**src/rtl/chs_pkg.sv**
```systemverilog
package chs_pkg;
  parameter int unsigned SEC_W_D  = 8;
  parameter int unsigned HEAD_W_D = 4;
  parameter int unsigned CYL_W_D  = 16;
  parameter int unsigned CNT_W_D  = 8;

  typedef enum logic [1:0] {
    STEP_NONE = 2'd0,
    STEP_ADV  = 2'd1,
    STEP_LAST = 2'd2,
    STEP_OVF  = 2'd3
  } step_e;
endpackage

```
**src/rtl/chs_geom.sv**
```systemverilog
module chs_geom #(
  parameter int unsigned SEC_W  = chs_pkg::SEC_W_D,
  parameter int unsigned HEAD_W = chs_pkg::HEAD_W_D,
  parameter int unsigned CYL_W  = chs_pkg::CYL_W_D
) (
  input  logic              clk,
  input  logic              rst_n,
  input  logic              load_i,
  input  logic [SEC_W-1:0]  spt_i,
  input  logic [HEAD_W-1:0] hmax_i,
  input  logic [CYL_W-1:0]  ncyl_i,
  output logic [SEC_W:0]    spt_last_o,
  output logic [HEAD_W-1:0] head_last_o,
  output logic [CYL_W-1:0]  cyl_last_o
);
  localparam logic [SEC_W:0] SPT_FULL = {1'b1, {SEC_W{1'b0}}};

  logic [SEC_W:0]    spt_q, spt_d;
  logic [HEAD_W-1:0] hl_q, hl_d;
  logic [CYL_W-1:0]  cl_q, cl_d;

  always_comb begin
    spt_d = spt_q;
    hl_d  = hl_q;
    cl_d  = cl_q;
    if (load_i) begin
      spt_d = (spt_i == '0) ? SPT_FULL : {1'b0, spt_i};
      hl_d  = hmax_i;
      cl_d  = ncyl_i - 1'b1;
    end
  end

  always_ff @(posedge clk or negedge rst_n) begin
    if (!rst_n) begin
      spt_q <= SPT_FULL;
      hl_q  <= '1;
      cl_q  <= '1;
    end else begin
      spt_q <= spt_d;
      hl_q  <= hl_d;
      cl_q  <= cl_d;
    end
  end

  assign spt_last_o  = spt_q;
  assign head_last_o = hl_q;
  assign cyl_last_o  = cl_q;
endmodule

```
**src/rtl/chs_count.sv**
```systemverilog
module chs_count #(
  parameter int unsigned CNT_W = chs_pkg::CNT_W_D
) (
  input  logic             clk,
  input  logic             rst_n,
  input  logic             load_i,
  input  logic [CNT_W-1:0] cnt_i,
  input  logic             dec_i,
  output logic [CNT_W:0]   remain_o,
  output logic             last_o
);
  localparam logic [CNT_W:0] CNT_FULL = {1'b1, {CNT_W{1'b0}}};

  logic [CNT_W:0] rem_q, rem_d;

  always_comb begin
    rem_d = rem_q;
    if (load_i)     rem_d = (cnt_i == '0) ? CNT_FULL : {1'b0, cnt_i};
    else if (dec_i) rem_d = rem_q - 1'b1;
  end

  always_ff @(posedge clk or negedge rst_n) begin
    if (!rst_n) rem_q <= '0;
    else        rem_q <= rem_d;
  end

  assign remain_o = rem_q;
  assign last_o   = (rem_q == {{CNT_W{1'b0}}, 1'b1});


  cnt_dec_chk: assert property (@(posedge clk) disable iff (!rst_n)
    dec_i && !load_i |=> remain_o == $past(remain_o) - 1'b1);
endmodule

```
**src/rtl/chs_addr.sv**
```systemverilog
module chs_addr #(
  parameter int unsigned SEC_W  = chs_pkg::SEC_W_D,
  parameter int unsigned HEAD_W = chs_pkg::HEAD_W_D,
  parameter int unsigned CYL_W  = chs_pkg::CYL_W_D
) (
  input  logic              clk,
  input  logic              rst_n,
  input  logic              load_i,
  input  logic [SEC_W-1:0]  sec_i,
  input  logic [HEAD_W-1:0] head_i,
  input  logic [CYL_W-1:0]  cyl_i,
  input  logic              adv_i,
  input  logic [SEC_W:0]    spt_last_i,
  input  logic [HEAD_W-1:0] head_last_i,
  input  logic [CYL_W-1:0]  cyl_last_i,
  output logic [SEC_W:0]    sec_o,
  output logic [HEAD_W-1:0] head_o,
  output logic [CYL_W-1:0]  cyl_o,
  output logic              carry_o
);
  localparam logic [SEC_W:0] SEC_FIRST = {{SEC_W{1'b0}}, 1'b1};

  logic [SEC_W:0]    sec_q, sec_d;
  logic [HEAD_W-1:0] head_q, head_d;
  logic [CYL_W-1:0]  cyl_q, cyl_d;
  logic              sec_wrap, head_wrap;

  assign sec_wrap  = (sec_q == spt_last_i);
  assign head_wrap = sec_wrap && (head_q == head_last_i);
  assign carry_o   = head_wrap && (cyl_q == cyl_last_i);

  always_comb begin
    sec_d  = sec_q;
    head_d = head_q;
    cyl_d  = cyl_q;
    if (load_i) begin
      sec_d  = {1'b0, sec_i};
      head_d = head_i;
      cyl_d  = cyl_i;
    end else if (adv_i) begin
      sec_d = sec_wrap ? SEC_FIRST : sec_q + 1'b1;
      if (sec_wrap)  head_d = head_wrap ? '0 : head_q + 1'b1;
      if (head_wrap) cyl_d  = cyl_q + 1'b1;
    end
  end

  always_ff @(posedge clk or negedge rst_n) begin
    if (!rst_n) begin
      sec_q  <= SEC_FIRST;
      head_q <= '0;
      cyl_q  <= '0;
    end else begin
      sec_q  <= sec_d;
      head_q <= head_d;
      cyl_q  <= cyl_d;
    end
  end

  assign sec_o  = sec_q;
  assign head_o = head_q;
  assign cyl_o  = cyl_q;


  sec_inc_chk: assert property (@(posedge clk) disable iff (!rst_n)
    adv_i && !load_i && !sec_wrap |=> sec_o == $past(sec_o) + 1'b1 && $stable(head_o) && $stable(cyl_o));

  sec_wrap_chk: assert property (@(posedge clk) disable iff (!rst_n)
    adv_i && !load_i && sec_wrap |=> sec_o == SEC_FIRST);

  head_wrap_chk: assert property (@(posedge clk) disable iff (!rst_n)
    adv_i && !load_i && head_wrap |=> head_o == '0 && cyl_o == $past(cyl_o) + 1'b1);
endmodule

```
**src/rtl/chs_stepper.sv**
```systemverilog
module chs_stepper #(
  parameter int unsigned SEC_W  = chs_pkg::SEC_W_D,
  parameter int unsigned HEAD_W = chs_pkg::HEAD_W_D,
  parameter int unsigned CYL_W  = chs_pkg::CYL_W_D,
  parameter int unsigned CNT_W  = chs_pkg::CNT_W_D
) (
  input  logic              clk,
  input  logic              rst_n,
  input  logic              init_i,
  input  logic              start_i,
  input  logic              sec_done_i,
  input  logic              err_i,
  input  logic              cmd_end_i,
  input  logic [CNT_W-1:0]  tf_count_i,
  input  logic [SEC_W-1:0]  tf_sector_i,
  input  logic [HEAD_W-1:0] tf_head_i,
  input  logic [CYL_W-1:0]  tf_cyl_i,
  output logic [SEC_W:0]    sector_o,
  output logic [HEAD_W-1:0] head_o,
  output logic [CYL_W-1:0]  cyl_o,
  output logic [CNT_W:0]    remain_o,
  output logic              last_o,
  output logic              done_o,
  output logic              busy_o,
  output logic              range_err_o
);
  import chs_pkg::*;

  logic              busy_q, busy_d, rerr_q, rerr_d, done_q;
  logic              geo_load, cnt_last, carry, accept;
  logic [SEC_W:0]    spt_last;
  logic [HEAD_W-1:0] head_last;
  logic [CYL_W-1:0]  cyl_last;
  step_e             step;

  assign geo_load = init_i && !busy_q;
  assign accept   = busy_q && sec_done_i && !err_i && !cmd_end_i && !start_i;

  always_comb begin
    if (!accept)       step = STEP_NONE;
    else if (cnt_last) step = STEP_LAST;
    else if (carry)    step = STEP_OVF;
    else               step = STEP_ADV;
  end

  chs_geom #(.SEC_W(SEC_W), .HEAD_W(HEAD_W), .CYL_W(CYL_W)) u_geom (
    .clk(clk), .rst_n(rst_n), .load_i(geo_load),
    .spt_i(tf_count_i), .hmax_i(tf_head_i), .ncyl_i(tf_cyl_i),
    .spt_last_o(spt_last), .head_last_o(head_last), .cyl_last_o(cyl_last)
  );

  chs_count #(.CNT_W(CNT_W)) u_count (
    .clk(clk), .rst_n(rst_n), .load_i(start_i), .cnt_i(tf_count_i),
    .dec_i(step == STEP_ADV || step == STEP_LAST),
    .remain_o(remain_o), .last_o(cnt_last)
  );

  chs_addr #(.SEC_W(SEC_W), .HEAD_W(HEAD_W), .CYL_W(CYL_W)) u_addr (
    .clk(clk), .rst_n(rst_n), .load_i(start_i),
    .sec_i(tf_sector_i), .head_i(tf_head_i), .cyl_i(tf_cyl_i),
    .adv_i(step == STEP_ADV),
    .spt_last_i(spt_last), .head_last_i(head_last), .cyl_last_i(cyl_last),
    .sec_o(sector_o), .head_o(head_o), .cyl_o(cyl_o), .carry_o(carry)
  );

  always_comb begin
    busy_d = busy_q;
    rerr_d = rerr_q;
    if (start_i) begin
      busy_d = 1'b1;
      rerr_d = 1'b0;
    end else if (err_i || cmd_end_i || step == STEP_LAST) begin
      busy_d = 1'b0;
    end else if (step == STEP_OVF) begin
      busy_d = 1'b0;
      rerr_d = 1'b1;
    end
  end

  always_ff @(posedge clk or negedge rst_n) begin
    if (!rst_n) begin
      busy_q <= 1'b0;
      rerr_q <= 1'b0;
      done_q <= 1'b0;
    end else begin
      busy_q <= busy_d;
      rerr_q <= rerr_d;
      done_q <= (step == STEP_LAST);
    end
  end

  assign busy_o      = busy_q;
  assign range_err_o = rerr_q;
  assign done_o      = done_q;
  assign last_o      = busy_q && cnt_last;


  busy_cnt_chk: assert property (@(posedge clk) disable iff (!rst_n)
    busy_o |-> remain_o != '0);

  done_idle_chk: assert property (@(posedge clk) disable iff (!rst_n)
    done_o |-> !busy_o && remain_o == '0 && !$past(done_o));

  range_hold_chk: assert property (@(posedge clk) disable iff (!rst_n)
    $rose(range_err_o) |-> !busy_o && $stable(cyl_o) && $stable(remain_o));

  freeze_chk: assert property (@(posedge clk) disable iff (!rst_n)
    busy_o && (err_i || cmd_end_i) && !start_i |=> !busy_o && $stable(sector_o) && $stable(head_o) && $stable(cyl_o) && $stable(remain_o));

  init_busy_chk: assert property (@(posedge clk) disable iff (!rst_n)
    busy_o && init_i |=> $stable(spt_last) && $stable(head_last) && $stable(cyl_last));

  idle_chk: assert property (@(posedge clk) disable iff (!rst_n)
    !busy_o && !start_i |=> $stable(sector_o) && $stable(head_o) && $stable(cyl_o) && $stable(remain_o));
endmodule

```
**config.mk**
```make
export PLATFORM = sky130hd
export DESIGN_NAME = chs_stepper
export DESIGN_NICKNAME = d
export VERILOG_FILES = /design/src/rtl/chs_pkg.sv /design/src/rtl/chs_geom.sv /design/src/rtl/chs_count.sv /design/src/rtl/chs_addr.sv /design/src/rtl/chs_stepper.sv
export SDC_FILE = /design/constraint.sdc
export NUM_CORES = 1
export LEC_CHECK = 0
export ABC_CLOCK_PERIOD_IN_PS = 2170
export BUFFER_PORTS_ARGS = -buffer_cell sky130_fd_sc_hd__buf_2
export CORE_MARGIN = 3
export CORE_UTILIZATION = 50
export DETAILED_ROUTE_END_ITERATION = 6
export GPL_ROUTABILITY_DRIVEN = 1
export GPL_TIMING_DRIVEN = 0
export PLACE_DENSITY_LB_ADDON = 0.05
export SETUP_SLACK_MARGIN = 0.5
export SLEW_MARGIN = 20
export SYNTH_ARGS = -nofsm -noshare
export SYNTH_HDL_FRONTEND = slang
export SYNTH_SLANG_ARGS = --single-unit
```
**constraint.sdc**
```tcl
create_clock -name clk -period 2.17 [get_ports clk]
set_clock_uncertainty 0.05 [all_clocks]
set_input_delay 0.434 -clock clk [delete_from_list [all_inputs] [get_ports clk]]
set_output_delay 0.434 -clock clk [all_outputs]
set_load 0.1 [all_outputs]
```
# Word-level counts from Yosys, hierarchy flattened
# Index checks and enable logic that the tools add are counted.
# Widths: inputs -> output; s select.
# op_classes
n_addsub	5
mul	0
div	0
magnitude_cmp	0
n_eq_ne	8
shifts	0
muxes	22
bitwise	0
n_reduce_logical	25
# op_table
operator	count
$mux 9	6
$mux 16	3
$add 16x1->16 const B	1
$eq 16x16->1	1
$mux 4	4
$sub 16x1->16 const B	1
$reduce_bool 2->1	5
$add 9x1->9 const B	1
$eq 9x1->1 const B	1
$eq 9x9->1	1
$sub 9x1->9 const B	1
$logic_and 1x1->1	8
$logic_not 8->1	1
$mux 1	6
$mux 2	3
$reduce_and 2->1	3
$add 4x1->4 const B	1
$eq 2x2->1 const B	2
$eq 4x4->1	1
$logic_not 1->1	4
$logic_or 1x1->1	3
$reduce_bool 3->1	1
$eq 2x1->1 const B	1
$ne 2x2->1 const B	1
# totals
ff_bits	70
latchBits	0
mem_bits_rw	0
romBits	0
in_bits	43
out_inout_bits	42
word_cells	70
mem_count	0

# Logic depth before layout (Yosys ltp)
# depth
ltp_word	10
ltp_mapped	9
mapped_depth_nobuf	8

# Hierarchy
# Synthesis repeated with hierarchy kept, for this count alone.
# hier_totals
cells_unflattened	443
hier_area_um2	4224.1
# modules_own_cells
module	instances	cells_each	area_each_um2	seq_area_each_um2
chs_addr	1	246	2129.5	726.9
chs_geom	1	119	1375.1	752.0
chs_count	1	62	546.8	225.2
chs_stepper	1	16	172.7	75.1

# Worst setup path after synthesis
# Ideal clock, no wire load.
# synth_path
path_kind	reg2out
start	register u_count.rem_q[3] (netlist: u_count.remain_o[3])
end	output last_o
arrival_ns	2.454
required_ns	1.686
setup_slack_ns	-0.768
stages_incl_launch_ff	5
cell_sequence	dfrtp_1 > nor3_1 > and4_1 > clkbuf_1 > and2_1
# synth_via
elab_chain_len	2
# synth_rtl
element	line	source
start, declared	chs_count.sv:14	logic [CNT_W:0] rem_q, rem_d;
start signal, assigned	chs_count.sv:24	else rem_q <= rem_d;
$eq 9x1->1	chs_count.sv:28	assign last_o = (rem_q == {{CNT_W{1'b0}}, 1'b1});
$logic_and 1x1->1	chs_stepper.sv:95	assign last_o = busy_q && cnt_last;
end, declared	chs_stepper.sv:22	output logic last_o,
# Every way passes these cells.

# Worst setup path in the final report
# layout_path
start	register u_addr.cyl_q[11] (netlist: u_addr.cyl_o[11])
end	register u_addr.cyl_q[9] (netlist: u_addr.cyl_o[9])
# layout_via
elab_chain_len	8
# layout_rtl
element	line	source
start, declared	chs_addr.sv:25	logic [CYL_W-1:0] cyl_q, cyl_d;
start signal, assigned	chs_addr.sv:55	cyl_q <= cyl_d;
$eq 16x16->1	chs_addr.sv:30	assign carry_o = head_wrap && (cyl_q == cyl_last_i);
$logic_and 1x1->1	chs_addr.sv:30	
$mux 2	chs_stepper.sv:42	else if (carry) step = STEP_OVF;
$mux 2	chs_stepper.sv:41	else if (cnt_last) step = STEP_LAST;
$mux 2	chs_stepper.sv:40	if (!accept) step = STEP_NONE;
$eq 2x1->1	chs_stepper.sv:61	.adv_i(step == STEP_ADV),
$reduce_bool 2->1 (no source line)	n/a	
$reduce_and 2->1 (no source line)	n/a	
# Every way passes these cells.
# A chain may end at the register's enable or synchronous reset.

==> out/qor.csv <==
metric;value;unit
outcome;finished with violations;
violations;negative setup slack;
synth_cell_type_count;54;
drc_errors;0;
nets;655;
ios;85;
worstPathRequired;2.33;ns
synth_top_area_share;0.288;
endpoint_kind;flip-flop;
crit_path_max_incr_delay;0.53;ns
synth_area;0.00417;mm^2
hpwl;9.27;mm
vias_per_cell;6.14;
clk-insertion-delay-late;0.35;ns
async_reset_ff_frac;1.00;
tightest_slew;0.689;ns
gp_congestion;0.864;
numPortBuffers;83;
cts_buffers;9;
crit_buf_inv;4;
fmax;410;MHz
relSlewSlack;0.541;
grt_pass1_vias;4339;
drive_above_1_share;0.491;
track_usage;0.293;
seq_area_frac_synth;0.427;
crit_type;reg2reg;
syn_to_final_growth;48.1;%
ys_top_cells_by_count;dfrtp_1, nand2_1, o21ai_0;
row_count;32;
period_minus_slack;2.44;ns
synth_edf_count;0;
ys.flop_type;dfrtp_1;
finalWirelength;14.3;mm
p_per_area;696;mW/mm^2
wl_per_cell;20.0;um
drt-initial-drc-count;373;
cp_max_fo;7;
grt.overflow.total;0;
vias;4375;
antenna_found_initial;0;
synth_cells;460;
synth_top_area_cell;dfrtp_1;
htreeDepth;3;
hold_viol_final;0;
cpMaxStageDelayCell;dfrtp_4;
critPathLaunchType;flip-flop;
coreArea;0.00793;mm^2
layout_setup_ws;-0.268;ns
die_area;0.00948;mm^2
arrival;2.59;ns
final_antenna_net_count;0;
synth-seq-cells;70;
post-synth-top-count-cell;dfrtp_1;
finalNonFillerCells;713;
fin_tns_setup;-2.85;ns
yosysWarnings;0;
finalSetupViolCount;33;
ir_drop;0.492;mV
die_y;97.3;um
cts_buffer_depth;2;
cts_sinks;70;
synth.net_count;509;
rsz0062_at_grt;yes;
initial_utilization;0.526;
dp_cells;646;
tritoncts;yes;
holdCritPathClass;in2reg;
first_pass_iters;5;
cp_top_family;buffers and inverters;
die_w;97.3;um
finalCritPeriodShare;1.12;
synthTopCellsByArea;dfrtp_1, dfstp_2, xor2_1, o21ai_0, nand2_1;
hold_slack;0.240;ns
slew_viol_final;0;
cts_root_buffer;clkbuf_8;
grt_pass1_wl;22.3;mm
crit_chain;xor2_2, nor4_1, nand4_1, buf_6, buf_6, nand4_1, buf_4, clkbuf_16, o31ai_1, a31oi_1;
grt_max_degree;49;
maxCapViolations;0;
clk_pin_slew_worst_paths;0.08;ns
p_leak;2.54;nW
pre_cts_ws;-0.608;ns
diodes;0;
synth_area_per_cell;9.07;um^2
==> state kept, by name, indices dropped and copies added (netlist names) <==
name,count
range_err_o,1
u_count.remain_o,9
u_addr.sec_o,9
u_geom.cyl_last_o,16
u_addr.cyl_o,16
busy_o,1
u_geom.spt_last_o,9
done_o,1
u_geom.head_last_o,4
u_addr.head_o,4
==> through the flow <==
stage                     power (mW)  cell area (um^2)   util
after detailed placement        2.87              4900  0.618
after global routing            4.46              6180  0.779
after global placement          2.84              4870  0.614
after CTS                       4.21              5840  0.736
final                           4.30              6180  0.779
after floorplan                 2.56              4330      -
==> final timing paths <==
path | start | end | slack, ns | cells after the start
setup / recovery | u_addr.cyl_o[11] | u_addr.cyl_o[9] | -0.27 | 10
hold / removal | tf_sector_i[0] | u_addr.sec_o[0] | 0.24 | 3
setup reg to reg | u_addr.cyl_o[11] | u_addr.cyl_o[9] | -0.27 | 10
hold reg to reg | u_geom.cyl_last_o[11] | u_geom.cyl_last_o[11] | 0.44 | 2
max in group asynchronous | rst_n | u_geom.head_last_o[2] | 0.97 | 3
min in group asynchronous | rst_n | u_addr.sec_o[2] | 0.47 | 2
==> report_power, final <==
part           leakage (nW)  switching (mW)  internal, mW  total, mW
combinational          1.68           0.924         0.461       1.38
sequential            0.756           0.199          1.53       1.73
clock                0.0998           0.539         0.651       1.19
==> final cells by class <==
cell class	instances	area, um^2
buffer	21	134
clock buffer	11	131
clock inverter	5	83.8
fill	537	1750
inverter	20	77.6
multi-input combinational	349	2640
sequential	70	1870
tap	102	128
timing repair buffer	135	1110
==> worst register-to-register path, delay by kind of cell, from the launching register on <==
kind	cells	cell delay, ns
compound gates	2	0.49
buf+inv	4	0.61
xor+xnor	1	0.23
simple gates	3	0.39
flops	1	0.53
==> timing repair <==
item	in CTS	in global routing
resized for setup	133	46
endpoints found under the hold margin	14	0
endpoints found under the setup margin	98	52
cloned	1	1
pin swaps	45	25
setup buffers	32	16
hold buffers	1	0
==> cells in the final DEF (no fill, tap or decap), types with 10 or more instances in the layout <==
cell type / n
xnor2_1: 14
xor2_1: 16
buf_6: 19
mux2_2: 11
dfrtp_2: 21
dfrtp_4: 17
inv_1: 18
o21ai_0: 24
nor2_1: 26
dfrtp_1: 10
xor2_2: 11
clkbuf_8: 10
a31oi_1: 19
buf_4: 67
nand2_1: 44
o21ai_2: 14
dfstp_2: 21
buf_2: 41
clkbuf_1: 14
nand3_1: 12
nand4_1: 12
==> kinds of logic after synthesis <==
kind of cell	synth area share
AOI/OAI and AO/OA	0.175
xor gates and xnor gates	0.0903
adders and majority gates	0.0180
buffers and inverters	0.0378
DFF	0.427
muxes	0.0321
and+or+nand+nor	0.221
==> per-layer routing <==
metal / vias up / track usage / part of all wire / routed length [um]
met3: 30 / 0.0531 / 0.095 / 1360
met4: 0 / 0.103 / 0.017 / 248
li1: 1970 / - / - / -
met5: - / 0.0165 / 0 / 0
met2: 244 / 0.456 / 0.47 / 6640
met1: 2131 / 0.411 / 0.42 / 6030
No activity file was read; power rests on OpenSTA's default activity.
